--- src/rtl/bcd_calendar_clock.sv ---
module bcd_calendar_clock #(
  parameter int PRESCALE_W = 15
) (
  input  logic        clk,
  input  logic        rst_n,
  input  logic        bus_we,
  input  logic [3:0]  bus_addr,
  input  logic [15:0] bus_wdata,
  output logic [15:0] bus_rdata,
  output logic        sec_tick
);

  logic [PRESCALE_W-1:0] presc;

  logic [6:0] sec, mins;
  logic [5:0] hour, day;
  logic [2:0] wday;
  logic [4:0] mon;
  logic [7:0] year;
  logic       leap;

  logic [6:0] s_sec, s_mins;
  logic [5:0] s_hour, s_day;
  logic [2:0] s_wday;
  logic [4:0] s_mon;
  logic [7:0] s_year;
  logic       s_leap;

  logic pending;
  logic ctrl24;
  logic unused_wdata;

  assign unused_wdata = ^bus_wdata[14:8];

  // prescaler
  assign sec_tick = &presc;

  always_ff @(posedge clk) begin
    if (!rst_n || pending) presc <= '0;
    else                   presc <= presc + 1'b1;
  end

  // increments and wrap detection
  logic [6:0] sec_inc, mins_inc;
  logic [5:0] hour_inc, day_inc;
  logic [4:0] mon_inc;
  logic [7:0] year_inc;
  logic [2:0] wday_inc;
  logic [5:0] month_len;

  assign sec_inc  = (sec[3:0]  == 4'd9) ? {sec[6:4]  + 3'd1, 4'd0} : sec  + 7'd1;
  assign mins_inc = (mins[3:0] == 4'd9) ? {mins[6:4] + 3'd1, 4'd0} : mins + 7'd1;
  assign hour_inc = (hour[3:0] == 4'd9) ? {hour[5:4] + 2'd1, 4'd0} : hour + 6'd1;
  assign day_inc  = (day[3:0]  == 4'd9) ? {day[5:4]  + 2'd1, 4'd0} : day  + 6'd1;
  assign mon_inc  = (mon[3:0]  == 4'd9) ? {mon[4]    + 1'b1, 4'd0} : mon  + 5'd1;
  assign year_inc = (year[3:0] == 4'd9) ? {year[7:4] + 4'd1, 4'd0} : year + 8'd1;
  assign wday_inc = (wday == 3'd6) ? 3'd0 : wday + 3'd1;

  always_comb begin
    case (mon)
      5'h02:                      month_len = leap ? 6'h29 : 6'h28;
      5'h04, 5'h06, 5'h09, 5'h11: month_len = 6'h30;
      default:                    month_len = 6'h31;
    endcase
  end

  logic c_min, c_hour, c_day, c_mon, c_year;

  assign c_min  = sec_tick & (sec  == 7'h59);
  assign c_hour = c_min    & (mins == 7'h59);
  assign c_day  = c_hour   & (hour == 6'h23);
  assign c_mon  = c_day    & (day  == month_len);
  assign c_year = c_mon    & (mon  == 5'h12);

  // live counters
  always_ff @(posedge clk) begin
    if (!rst_n) begin
      sec  <= 7'h00;
      mins <= 7'h00;
      hour <= 6'h00;
      wday <= 3'd0;
      day  <= 6'h01;
      mon  <= 5'h01;
      year <= 8'h00;
      leap <= 1'b0;
    end else if (pending) begin
      sec  <= s_sec;
      mins <= s_mins;
      hour <= s_hour;
      wday <= s_wday;
      day  <= s_day;
      mon  <= s_mon;
      year <= s_year;
      leap <= s_leap;
    end else begin
      if (sec_tick) sec  <= c_min  ? 7'h00 : sec_inc;
      if (c_min)    mins <= c_hour ? 7'h00 : mins_inc;
      if (c_hour)   hour <= c_day  ? 6'h00 : hour_inc;
      if (c_day)    wday <= wday_inc;
      if (c_day)    day  <= c_mon  ? 6'h01 : day_inc;
      if (c_mon)    mon  <= c_year ? 5'h01 : mon_inc;
      if (c_year)   year <= (year == 8'h99) ? 8'h00 : year_inc;
    end
  end

  // shadow registers, trigger and control
  always_ff @(posedge clk) begin
    if (!rst_n) begin
      s_sec   <= 7'h00;
      s_mins  <= 7'h00;
      s_hour  <= 6'h00;
      s_wday  <= 3'd0;
      s_day   <= 6'h01;
      s_mon   <= 5'h01;
      s_year  <= 8'h00;
      s_leap  <= 1'b0;
      pending <= 1'b0;
      ctrl24  <= 1'b1;
    end else begin
      pending <= bus_we && bus_addr == 4'd7 && bus_wdata[15];
      if (bus_we) begin
        case (bus_addr)
          4'd0: s_sec  <= bus_wdata[6:0];
          4'd1: s_mins <= bus_wdata[6:0];
          4'd2: s_hour <= bus_wdata[5:0];
          4'd3: s_wday <= bus_wdata[2:0];
          4'd4: s_day  <= bus_wdata[5:0];
          4'd5: s_mon  <= bus_wdata[4:0];
          4'd6: begin
            s_year <= bus_wdata[7:0];
            s_leap <= bus_wdata[15];
          end
          4'd8: ctrl24 <= bus_wdata[0];
          default: ;
        endcase
      end
    end
  end

  // registered read port
  always_ff @(posedge clk) begin
    if (!rst_n) bus_rdata <= '0;
    else begin
      case (bus_addr)
        4'd0:    bus_rdata <= {9'd0, sec};
        4'd1:    bus_rdata <= {9'd0, mins};
        4'd2:    bus_rdata <= {10'd0, hour};
        4'd3:    bus_rdata <= {13'd0, wday};
        4'd4:    bus_rdata <= {10'd0, day};
        4'd5:    bus_rdata <= {11'd0, mon};
        4'd6:    bus_rdata <= {leap, 7'd0, year};
        4'd7:    bus_rdata <= {pending, 15'd0};
        4'd8:    bus_rdata <= {15'd0, ctrl24};
        default: bus_rdata <= '0;
      endcase
    end
  end

  // assertions
  assert_sec_bcd_R3: assert property (@(posedge clk) disable iff (!rst_n)
    sec[3:0] <= 4'd9 && sec <= 7'h59 && mins[3:0] <= 4'd9 && mins <= 7'h59);

  assert_hour_range_R4: assert property (@(posedge clk) disable iff (!rst_n)
    hour[3:0] <= 4'd9 && hour <= 6'h23 && wday <= 3'd6);

  assert_day_range_R5: assert property (@(posedge clk) disable iff (!rst_n)
    day >= 6'h01 && day[3:0] <= 4'd9 && day <= month_len);

  assert_mon_range_R6: assert property (@(posedge clk) disable iff (!rst_n)
    mon >= 5'h01 && mon <= 5'h12 && mon[3:0] <= 4'd9 && year[3:0] <= 4'd9);

  assert_hold_R2: assert property (@(posedge clk) disable iff (!rst_n)
    !sec_tick && !pending |=> $stable(sec) && $stable(day) && $stable(year));

  assert_leap_kept_R6: assert property (@(posedge clk) disable iff (!rst_n)
    !pending |=> $stable(leap));

  assert_commit_load_R8: assert property (@(posedge clk) disable iff (!rst_n)
    pending |=> sec == $past(s_sec) && mon == $past(s_mon) && presc == '0);

  assert_commit_wins_R9: assert property (@(posedge clk) disable iff (!rst_n)
    pending && sec_tick |=> sec == $past(s_sec));

endmodule

--- config.mk ---
export PLATFORM = sky130hd
export DESIGN_NAME = bcd_calendar_clock
export DESIGN_NICKNAME = d
export VERILOG_FILES = /design/src/rtl/bcd_calendar_clock.sv
export SDC_FILE = /design/constraint.sdc
export NUM_CORES = 1
export LEC_CHECK = 0
export ABC_AREA = 1
export BUFFER_PORTS_ARGS = -buffer_cell sky130_fd_sc_hd__buf_2
export CORE_ASPECT_RATIO = 0.6
export CORE_MARGIN = 2
export CORE_UTILIZATION = 61
export CTS_BUF_LIST = sky130_fd_sc_hd__clkbuf_16
export DETAILED_ROUTE_END_ITERATION = 10
export PLACE_DENSITY = 0.81
export SLEW_MARGIN = 30
export SYNTH_ARGS = -nofsm -noshare
export SYNTH_HDL_FRONTEND = slang
export SYNTH_SLANG_ARGS = --single-unit
--- constraint.sdc ---
create_clock -name clk -period 2.45 [get_ports clk]
set_clock_uncertainty 0.2 [all_clocks]
set_input_delay 0.1225 -clock clk [delete_from_list [all_inputs] [get_ports clk]]
set_output_delay 0.1225 -clock clk [all_outputs]
set_load 0.005 [all_outputs]
### Word level (Yosys, flattened, before mapping)

Index checks and enable logic that the tools add are counted.

* multiplexer cells: 30
* add/sub/neg operators: 14
* equal/unequal tests: 26
* bitwise operators: 5
* reductions and logical operators: 21

Operator list (number)
* $pmux 16 s9: 1
* $mux 7: 8
* $mux 6: 8
* $mux 8: 4
* $eq 4x4->1 const B: 7
* $mux 5: 4
* $eq 4x3->1 const B: 4
* $reduce_and 2->1: 8
* $add 15x1->15 const B: 1
* $reduce_and 15->1: 1
* $add 7x1->7 const B: 2
* $eq 7x7->1 const B: 2
* $add 6x1->6 const B: 2
* $reduce_bool 2->1: 6
* $eq 5x3->1 const B: 2
* $eq 5x5->1 const B: 2
* $pmux 5 s2: 1
* $add 3x1->3 const B: 3
* $mux 3: 3
* $add 8x1->8 const B: 1
* $eq 4x2->1 const B: 2
* $eq 8x8->1 const B: 1
* $eq 6x6->1: 1
* $eq 6x6->1 const B: 1
* other kinds (15): 21

* word-level logic and storage cells: 116
* output and inout bits: 17
* input bits: 23
* flip-flop bits (word level): 119

### Longest topological paths before layout

Gate-level depths: netlist of the first run.

* word-level depth: 9
* mapped depth: 15
* gate-level depth less buffers: 15

### Worst setup path before layout of the first run

OpenSTA, ideal clock, no wires.

* kind: register -> register
* start point: reg mins[0]
* end point: reg year[1]
* data required time: 2.111 ns
* path buffers: 0
* cell stages (with the launch flop): 9
* path slack: 0.536 ns
* arrival time: 1.575 ns
* library setup time: 0.139 ns
* period minus slack after synthesis: 1.914 ns
* cell sequence: dfxtp_1 ha_1 nand3_1 nor2_1 nand4_4 nor2_4 nand3b_1 nand3_1 a21oi_2

* word-level cells in the longest chain between the ends: 6

Ends and longest elaborated chain
* from (decl): RTL line 15 `logic [6:0] sec, mins;`
* from (signal assigned): RTL line 88 `mins <= s_mins;`
* from (signal assigned): RTL line 97 `if (c_min) mins <= c_hour ? 7'h00 : mins_inc;`
* $eq 7x7->1: RTL line 70 `assign c_hour = c_min & (mins == 7'h59);`
* $and 1x1->1: RTL line 70
* $and 1x1->1: RTL line 71 `assign c_day = c_hour & (hour == 6'h23);`
* $and 1x1->1: RTL line 72 `assign c_mon = c_day & (day == month_len);`
* $and 1x1->1: RTL line 73 `assign c_year = c_mon & (mon == 5'h12);`
* $reduce_bool 2->1 (no line)
* to (signal assigned): RTL line 93 `year <= s_year;`
* to (signal assigned): RTL line 102 `if (c_year) year <= (year == 8'h99) ? 8'h00 : year_inc;`
* to (decl): RTL line 19 `logic [7:0] year;`

No other way between the ends.
A chain may end at the register's enable or synchronous reset.

### Final worst setup path of the first run

* start point: reg presc[0]
* end point: reg year[7]

* word-level cells in the longest chain between the ends: 7

Ends and longest elaborated chain
* from (decl): RTL line 13 `logic [PRESCALE_W-1:0] presc;`
* from (signal assigned): RTL line 40 `else presc <= presc + 1'b1;`
* $reduce_and 15->1: RTL line 36 `assign sec_tick = &presc;`
* $and 1x1->1: RTL line 69 `assign c_min = sec_tick & (sec == 7'h59);`
* $and 1x1->1: RTL line 70
* $and 1x1->1: RTL line 71
* $and 1x1->1: RTL line 72
* $and 1x1->1: RTL line 73
* $reduce_bool 2->1 (no line)

No other way between the ends.

==> metrics.cfg, run 1 <==
[run_status]
status = finished clean

[worst_hold_path]
min-delay-start = bus_we
hold_path.class = in2reg

[cells_and_area]
area.growth.synth_to_final_pct = 11.2
utilization_of_the_core_after_routing = 0.708
multi_input_comb_area_mm2 = 0.00310
layout-drive-gt1-share = 0.124
filler_cell_count = 762
final_net_count = 911
finalInstanceArea_mm2 = 0.00658
final-seq-area_mm2 = 0.00224
insertedDiodeCount = 0

[global_routing]
grt_pass1_vias = 5391
global_route_wire_length_before_repair_mm = 26.8
grt_antenna_before_repair = 0
overall_track_demand_over_capacity_in_global_routing = 0.331
grt_overflow_total = 0
grt_max_degree = 67

[logic_synthesis]
synth.area.top_cells = dfxtp_1 38%, nand2_1 9.8%, a21oi_1 6.9%, nand3_1 6.1%, inv_1 6.1%
syn-cell-area_mm2 = 0.00591
synthMostInstantiatedCell = nand2_1
yosys_warnings = 0
dominantRegCellSynth = dfxtp_1
postSynthRegisterBits = 112
post-synth-top-area-cell = dfxtp_1
synth-edff-count = 0
fraction_of_the_yosys_area_taken_by_sequential_cells = 0.379
synth-async-reset-ratio = 0
syn-instance-count = 833
yosys-top-cells-count = 154 x nand2_1, 112 x dfxtp_1, 96 x inv_1
synth_top_area_share = 0.379
avgSynthCellArea_um2 = 7.10
synth_cell_type_count = 47

[setup_path]
worst_ep_arrival_time_ns = 2.34
r2r-start = presc[0]$_SDFF_PP0_
timing.critical_path.from_type = register
cp_max_fo = 8
reg2reg_slack_ns = 0.12
worst_ep_required_time_ns = 2.46
timing.critical_path.from = presc[0]$_SDFF_PP0_
criticalPathCategory = reg2reg
timing.critical_path.to_type = register

[timing]
setup-tns-final_ns = 0
finalSetupViolCount = 0
period_minus_slack_ns = 2.33
timing.hold.ws_ns = 0.0120
post-route-period-util = 0.953
maxSlewHeadroom = 0.440
finalHoldViolCount = 0
fmaxAchievable_ghz = 0.429
timing_worst_slew_pin_value_ns = 0.819
finalMaxSlewViolations = 0
rsz_0062_raised_after_global_routing = true

[cts]
cts_htree_levels = 3
post_cts_setup_driven_buffer_insertion_count = 0
cts-root-to-sink-buffers = 2
path_clk_slew_ns = 0.08
cts-buffers-inserted = 9
cts_tree = yes
clock_sinks = 112
clk_latency_ns = 0.35
cts-root-buf = clkbuf_16

[routing]
route.detailed.drc = 0
via_per_inst = 5.94
initialDrtViolationCount = 773
route.final.wire_length_mm = 16.7
route.vias.total = 5968
routed_wire_length_per_instance_um = 16.6
drt_first_pass_iters = 6
antenna_left = 0

[floorplan]
effective_utilization_at_floorplan = 0.636
die_w_um = 131
fp.coreArea_mm2 = 0.00929
die-area_mm2 = 0.0105
die_height_um = 80.3
core.rowCount = 27
io_pins = 40

[placement]
placement.cell_area_mm2 = 0.00616
final_estimated_routing_congestion_in_global_placement = 1.01
dp_hpwl_mm = 11.9
io_buffers = 25

[job]
drv_cap = 0

[pwr]
power_per_cell_area_mw_per_mm2 = 517
leakage_power_of_the_design_uw = 0.00250
vdd_drop_max_mv = 0.387

==> cell families after synthesis <==
group,count (synthesis),synth area share
buffers and inverters,147,0.101
flip-flops,112,0.379
AND/OR/NAND/NOR,342,0.272
adder cells (fa/ha/maj),18,0.0381
other,1,0.000634
AO/OA/AOI/OAI,200,0.190
XOR/XNOR,13,0.0193
==> registers in the layout (all words and copies together) (netlist names), 7 cells and up <==
signal     count
presc         15
bus_rdata      9
s_year         8
year           8
mins           7
s_mins         7
s_sec          7
sec            7
==> placed cells by master, fill, tap and decap left out, types with 3 or more instances in the layout <==
cell and n:
a31oi_1 9, dlygate4sd3_1 14, nand2_1 154, nand3_2 9, buf_2 25, clkbuf_16 9, o211ai_1 3, o21ai_1 11
clkinv_1 6, nand4_1 10, nor2_1 60, nor3_1 12, nand3_1 72, ha_1 18, dfxtp_1 112, nand2_2 4
a21oi_1 82, inv_1 95, conb_1 7, inv_2 14, xor2_1 12, a21oi_2 10, o221ai_1 3, buf_4 14
nor2_2 5, o21ai_0 54, nor2_4 5, o22ai_1 18
==> repair_timing <==
item                                    CTS  global route
endpoints found under the setup margin    0            10
gates resized for setup                   0             2
hold buffers                             14             0
hold endpoints to repair                 29             0
==> power by group <==
group	internal [uW]	switching, uW	total, uW
clock	691	688	1380
combinational	51.6	124	176
sequential	1840	9.31	1850
==> final timing paths <==
kind | end | cells past startpoint
worst min-delay path | s_mins[0]$_SDFFE_PN0P_ | 3
worst min register to register | s_mon[2]$_SDFFE_PN0P_ | 2
worst max register to register | year[7]$_SDFFE_PN0P_ | 10
worst max-delay path | year[7]$_SDFFE_PN0P_ | 10
==> metal layers <==
| metal | GRT usage | vias up | wire (um) |
|---|---|---|---|
| met3 | 0.0786 | 36 | 1880 |
| met5 | 0 | - | 0 |
| met1 | 0.475 | 2763 | 7310 |
| met2 | 0.501 | 336 | 7270 |
| met4 | 0.0798 | 0 | 248 |
| li1 | - | 2833 | - |
==> stage by stage <==
step	power [uW]	instances	setup WS (ns)
3_5_place_dp	2040	975	0.0970
3_3_place_gp	2040	975	0.238
6_report	3400	1004	0.116
5_1_grt	3500	1004	-0.0000728
2_1_floorplan	1990	839	0.536
4_1_cts	3410	1004	0.101
==> critical path, stage by stage, from the launching register on <==
cell and delay [ns]:
dfxtp_1 0.37, ha_1 0.18, nand2_1 0.11, nor2_4 0.19, nand3_4 0.14, nor2_8 0.17, nand4_4 0.13, nor2_4 0.12
nand3b_1 0.31, nand3_1 0.22, a21oi_2 0.07
==> cell type report <==
| cell class | count | area share |
|---|---|---|
| Clock buffer | 9 | 0.0343 |
| Clock inverter | 6 | 0.00666 |
| Inverter | 114 | 0.0651 |
| Multi-Input combinational cell | 580 | 0.472 |
| Sequential cell | 112 | 0.341 |
| Tap cell | 130 | 0.0247 |
| Timing Repair Buffer | 53 | 0.0563 |
Power figures use the tool's default switching activity.
==> inputs of run 2 (changes only) <==
Settings changed: CORE_ASPECT_RATIO 0.6 to 1.1, TNS_END_PERCENT set to 100.
==> metrics.cfg, run 2 (synthesized netlist as in run 1, its figures left out) <==
[cts]
cts_tree = yes
cts-root-buf = clkbuf_16
clock_sinks = 112  ; unchanged
cts-buffers-inserted = 9  ; unchanged
clk_latency_ns = 0.36  ; about the same
cts-root-to-sink-buffers = 2  ; unchanged
path_clk_slew_ns = 0.08  ; about the same
cts_htree_levels = 3  ; unchanged
post_cts_setup_driven_buffer_insertion_count = 0  ; unchanged

[pwr]
vdd_drop_max_mv = 0.287  ; -26%
switching_share = 0.242  ; +0.000562
power_per_cell_area_mw_per_mm2 = 519  ; +0.31%
leakage_power_of_the_design_uw = 0.00248  ; -0.86%
netSwitchingPower_uw = 823  ; +0.24%
seq_power_share = 0.543  ; about the same
pwr-share-clk = 0.406  ; about the same
share_comb_of_total_power = 0.051  ; about the same
internal-power_uw = 2580  ; about the same

[timing]
setup-tns-final_ns = 0  ; unchanged
finalHoldViolCount = 0  ; unchanged
post-route-period-util = 0.919  ; -0.0331
finalMaxSlewViolations = 0  ; unchanged
timing.final.ws_setup_ns = 0.198  ; +0.0812 ns
period_minus_slack_ns = 2.25  ; -0.0812 ns
rsz_0062_raised_after_global_routing = false
maxSlewHeadroom = 0.456  ; +0.0163
fmaxAchievable_ghz = 0.444  ; +3.6%
finalSetupViolCount = 0  ; unchanged
timing_worst_slew_pin_value_ns = 0.815  ; -0.00331 ns

[cells_and_area]
final-instance-count-excl-fill = 989  ; -1.5%
registers.top_by_ff_count = presc
layout-drive-gt1-share = 0.120  ; -0.00316
insertedDiodeCount = 0  ; unchanged
layout.cells.most_common = nand2_1
final_net_count = 908  ; -0.33%
largest_register_ffs = 15  ; unchanged
largestRegisters = presc: 15 flops, bus_rdata: 9 flops
leading_cell_types_in_the_layout_fill_and_taps_excluded = 154 x nand2_1, 112 x dfxtp_1, 95 x inv_1, 82 x a21oi_1, 72 x nand3_1
area.growth.synth_to_final_pct = 10.9

[floorplan]
die-area_mm2 = 0.0105  ; -0.24%
fp.coreArea_mm2 = 0.00940  ; +1.2%
die_height_um = 107  ; +34%
die_w_um = 97.9  ; -25%
io_pins = 40  ; unchanged
effective_utilization_at_floorplan = 0.629  ; -0.00728
core.rowCount = 37  ; +37%

[setup_path]
cells_along_the_critical_path = ha_1 > nand3_1 > nor2_1 > nand4_4 > nor2_4 > nand3b_1 > nand3_1 > a21oi_2
timing.critical_path.from_type = register
timing.critical_path.max_delay_family = simple AND/OR/NAND/NOR gates
worst_path_most_repeated_cell = nand3_1
crit-reg2reg-capture = year[7]$_SDFFE_PN0P_
cp_max_fo = 8  ; unchanged
criticalPathCategory = reg2reg
crit_path_top_delay_cell = dfxtp_1
cp.buffers_inverters = 0  ; unchanged
timing.critical_path.to_type = register
worst_ep_required_time_ns = 2.46  ; about the same
reg2reg_slack_ns = 0.20  ; +0.08 ns
r2r-start = mins[0]$_SDFFE_PN0P_
reg2reg_depth = 8  ; -2
critical_path.max_stage_delay_ns = 0.50  ; +0.13 ns
worst_ep_arrival_time_ns = 2.26  ; -0.08 ns

[worst_hold_path]
hold_depth = 5  ; +2
hold_path.class = in2reg
min-delay-start = bus_addr[0]
hold_end = bus_rdata[15]$_SDFF_PN0_

[routing]
via_per_inst = 5.87  ; -1.2%
route.detailed.drc = 0  ; unchanged
routed_wire_length_per_instance_um = 15.7  ; -5.7%
route.vias.total = 5806  ; -2.7%
initialDrtViolationCount = 452  ; -42%
drt_first_pass_iters = 5  ; -1
route.final.wire_length_mm = 15.5  ; -7.1%
antenna_left = 0  ; unchanged

[global_routing]
global_route_wire_length_before_repair_mm = 25.2  ; -6.0%
overall_track_demand_over_capacity_in_global_routing = 0.298  ; -0.0327
grt_pass1_vias = 5378  ; -0.24%
grt_antenna_before_repair = 0  ; unchanged
grt_overflow_total = 0  ; unchanged
grt_max_degree = 67  ; unchanged

[placement]
dp_hpwl_mm = 11.0  ; -7.8%
placed_cells = 958  ; -1.7%
final_estimated_routing_congestion_in_global_placement = 0.926  ; -8.4%
dp_worst_setup_slack_ns = 0.172  ; +0.0745 ns
io_buffers = 25  ; unchanged

[run_status]
status = finished clean

[job]
drv_cap = 0  ; unchanged

==> run 2: area by class of cell <==
| class | count | area, um^2 |
|---|---|---|
| Inverter | 114 | 428 |
| Clock buffer | 9 | 225 |
| Timing Repair Buffer | 50 | 363 |
| Multi-Input combinational cell | 580 | 3100 |
| Sequential cell | 112 | 2240 |
| Tap cell | 117 | 146 |
| Fill cell | 787 | 2840 |
| Clock inverter | 7 | 47.5 |
==> run 2: power by group through the flow <==
stage | logic, uW | registers [uW] | clock network (uW)
global route | 187 | 1850 | 1460
floorplan | 100 | 1890 | 0
CTS | 168 | 1850 | 1390
global placement | 147 | 1890 | 0
finish | 172 | 1850 | 1380
detailed placement | 151 | 1890 | 0
==> run 2: worst max path at each step <==
stage                     cells after the start                 start                    to
after floorplan                               8  mins[0]$_SDFFE_PN0P_  year[1]$_SDFFE_PN0P_
after global placement                        9   sec[1]$_SDFFE_PN0P_  year[6]$_SDFFE_PN0P_
after detailed placement                      9   sec[1]$_SDFFE_PN0P_  year[5]$_SDFFE_PN0P_
after CTS                                     9   sec[1]$_SDFFE_PN0P_  year[7]$_SDFFE_PN0P_
after global routing                         12   presc[0]$_SDFF_PP0_  hour[0]$_SDFFE_PN0P_
final                                         8  mins[0]$_SDFFE_PN0P_  year[7]$_SDFFE_PN0P_
==> run 2: through the flow <==
stage	utilization	area, um^2	hold WS (ns)	total power, uW
floorplan	-	5930	0.0541	1990
finish	0.698	6560	0.0490	3400
global placement	0.652	6120	0.184	2040
global route	0.698	6560	0.0677	3490
CTS	0.697	6550	0.0321	3410
detailed placement	0.652	6120	0.179	2040
==> run 2: worst register-to-register path: stages (launching register included) <==
cell	delay, ns
dfxtp_1	0.50
ha_1	0.20
nand3_1	0.10
nor2_1	0.26
nand4_4	0.18
nor2_4	0.13
nand3b_1	0.28
nand3_1	0.20
a21oi_2	0.07
==> run 2: what timing repair did <==
item	4_1_cts	5_1_grt
gates resized for setup	0	2
endpoints found under the hold margin	35	0
hold buffers	15	0
setup endpoints to repair	0	8
==> run 2: routing by layer <==
metal | up-vias | GRT usage | routed length (um)
li1 | 2825 | - | -
met1 | 2716 | 0.373 | 6510
met2 | 229 | 0.513 | 7490
met3 | 36 | 0.0346 | 1030
met4 | 0 | 0.140 | 488
met5 | - | 0 | 0
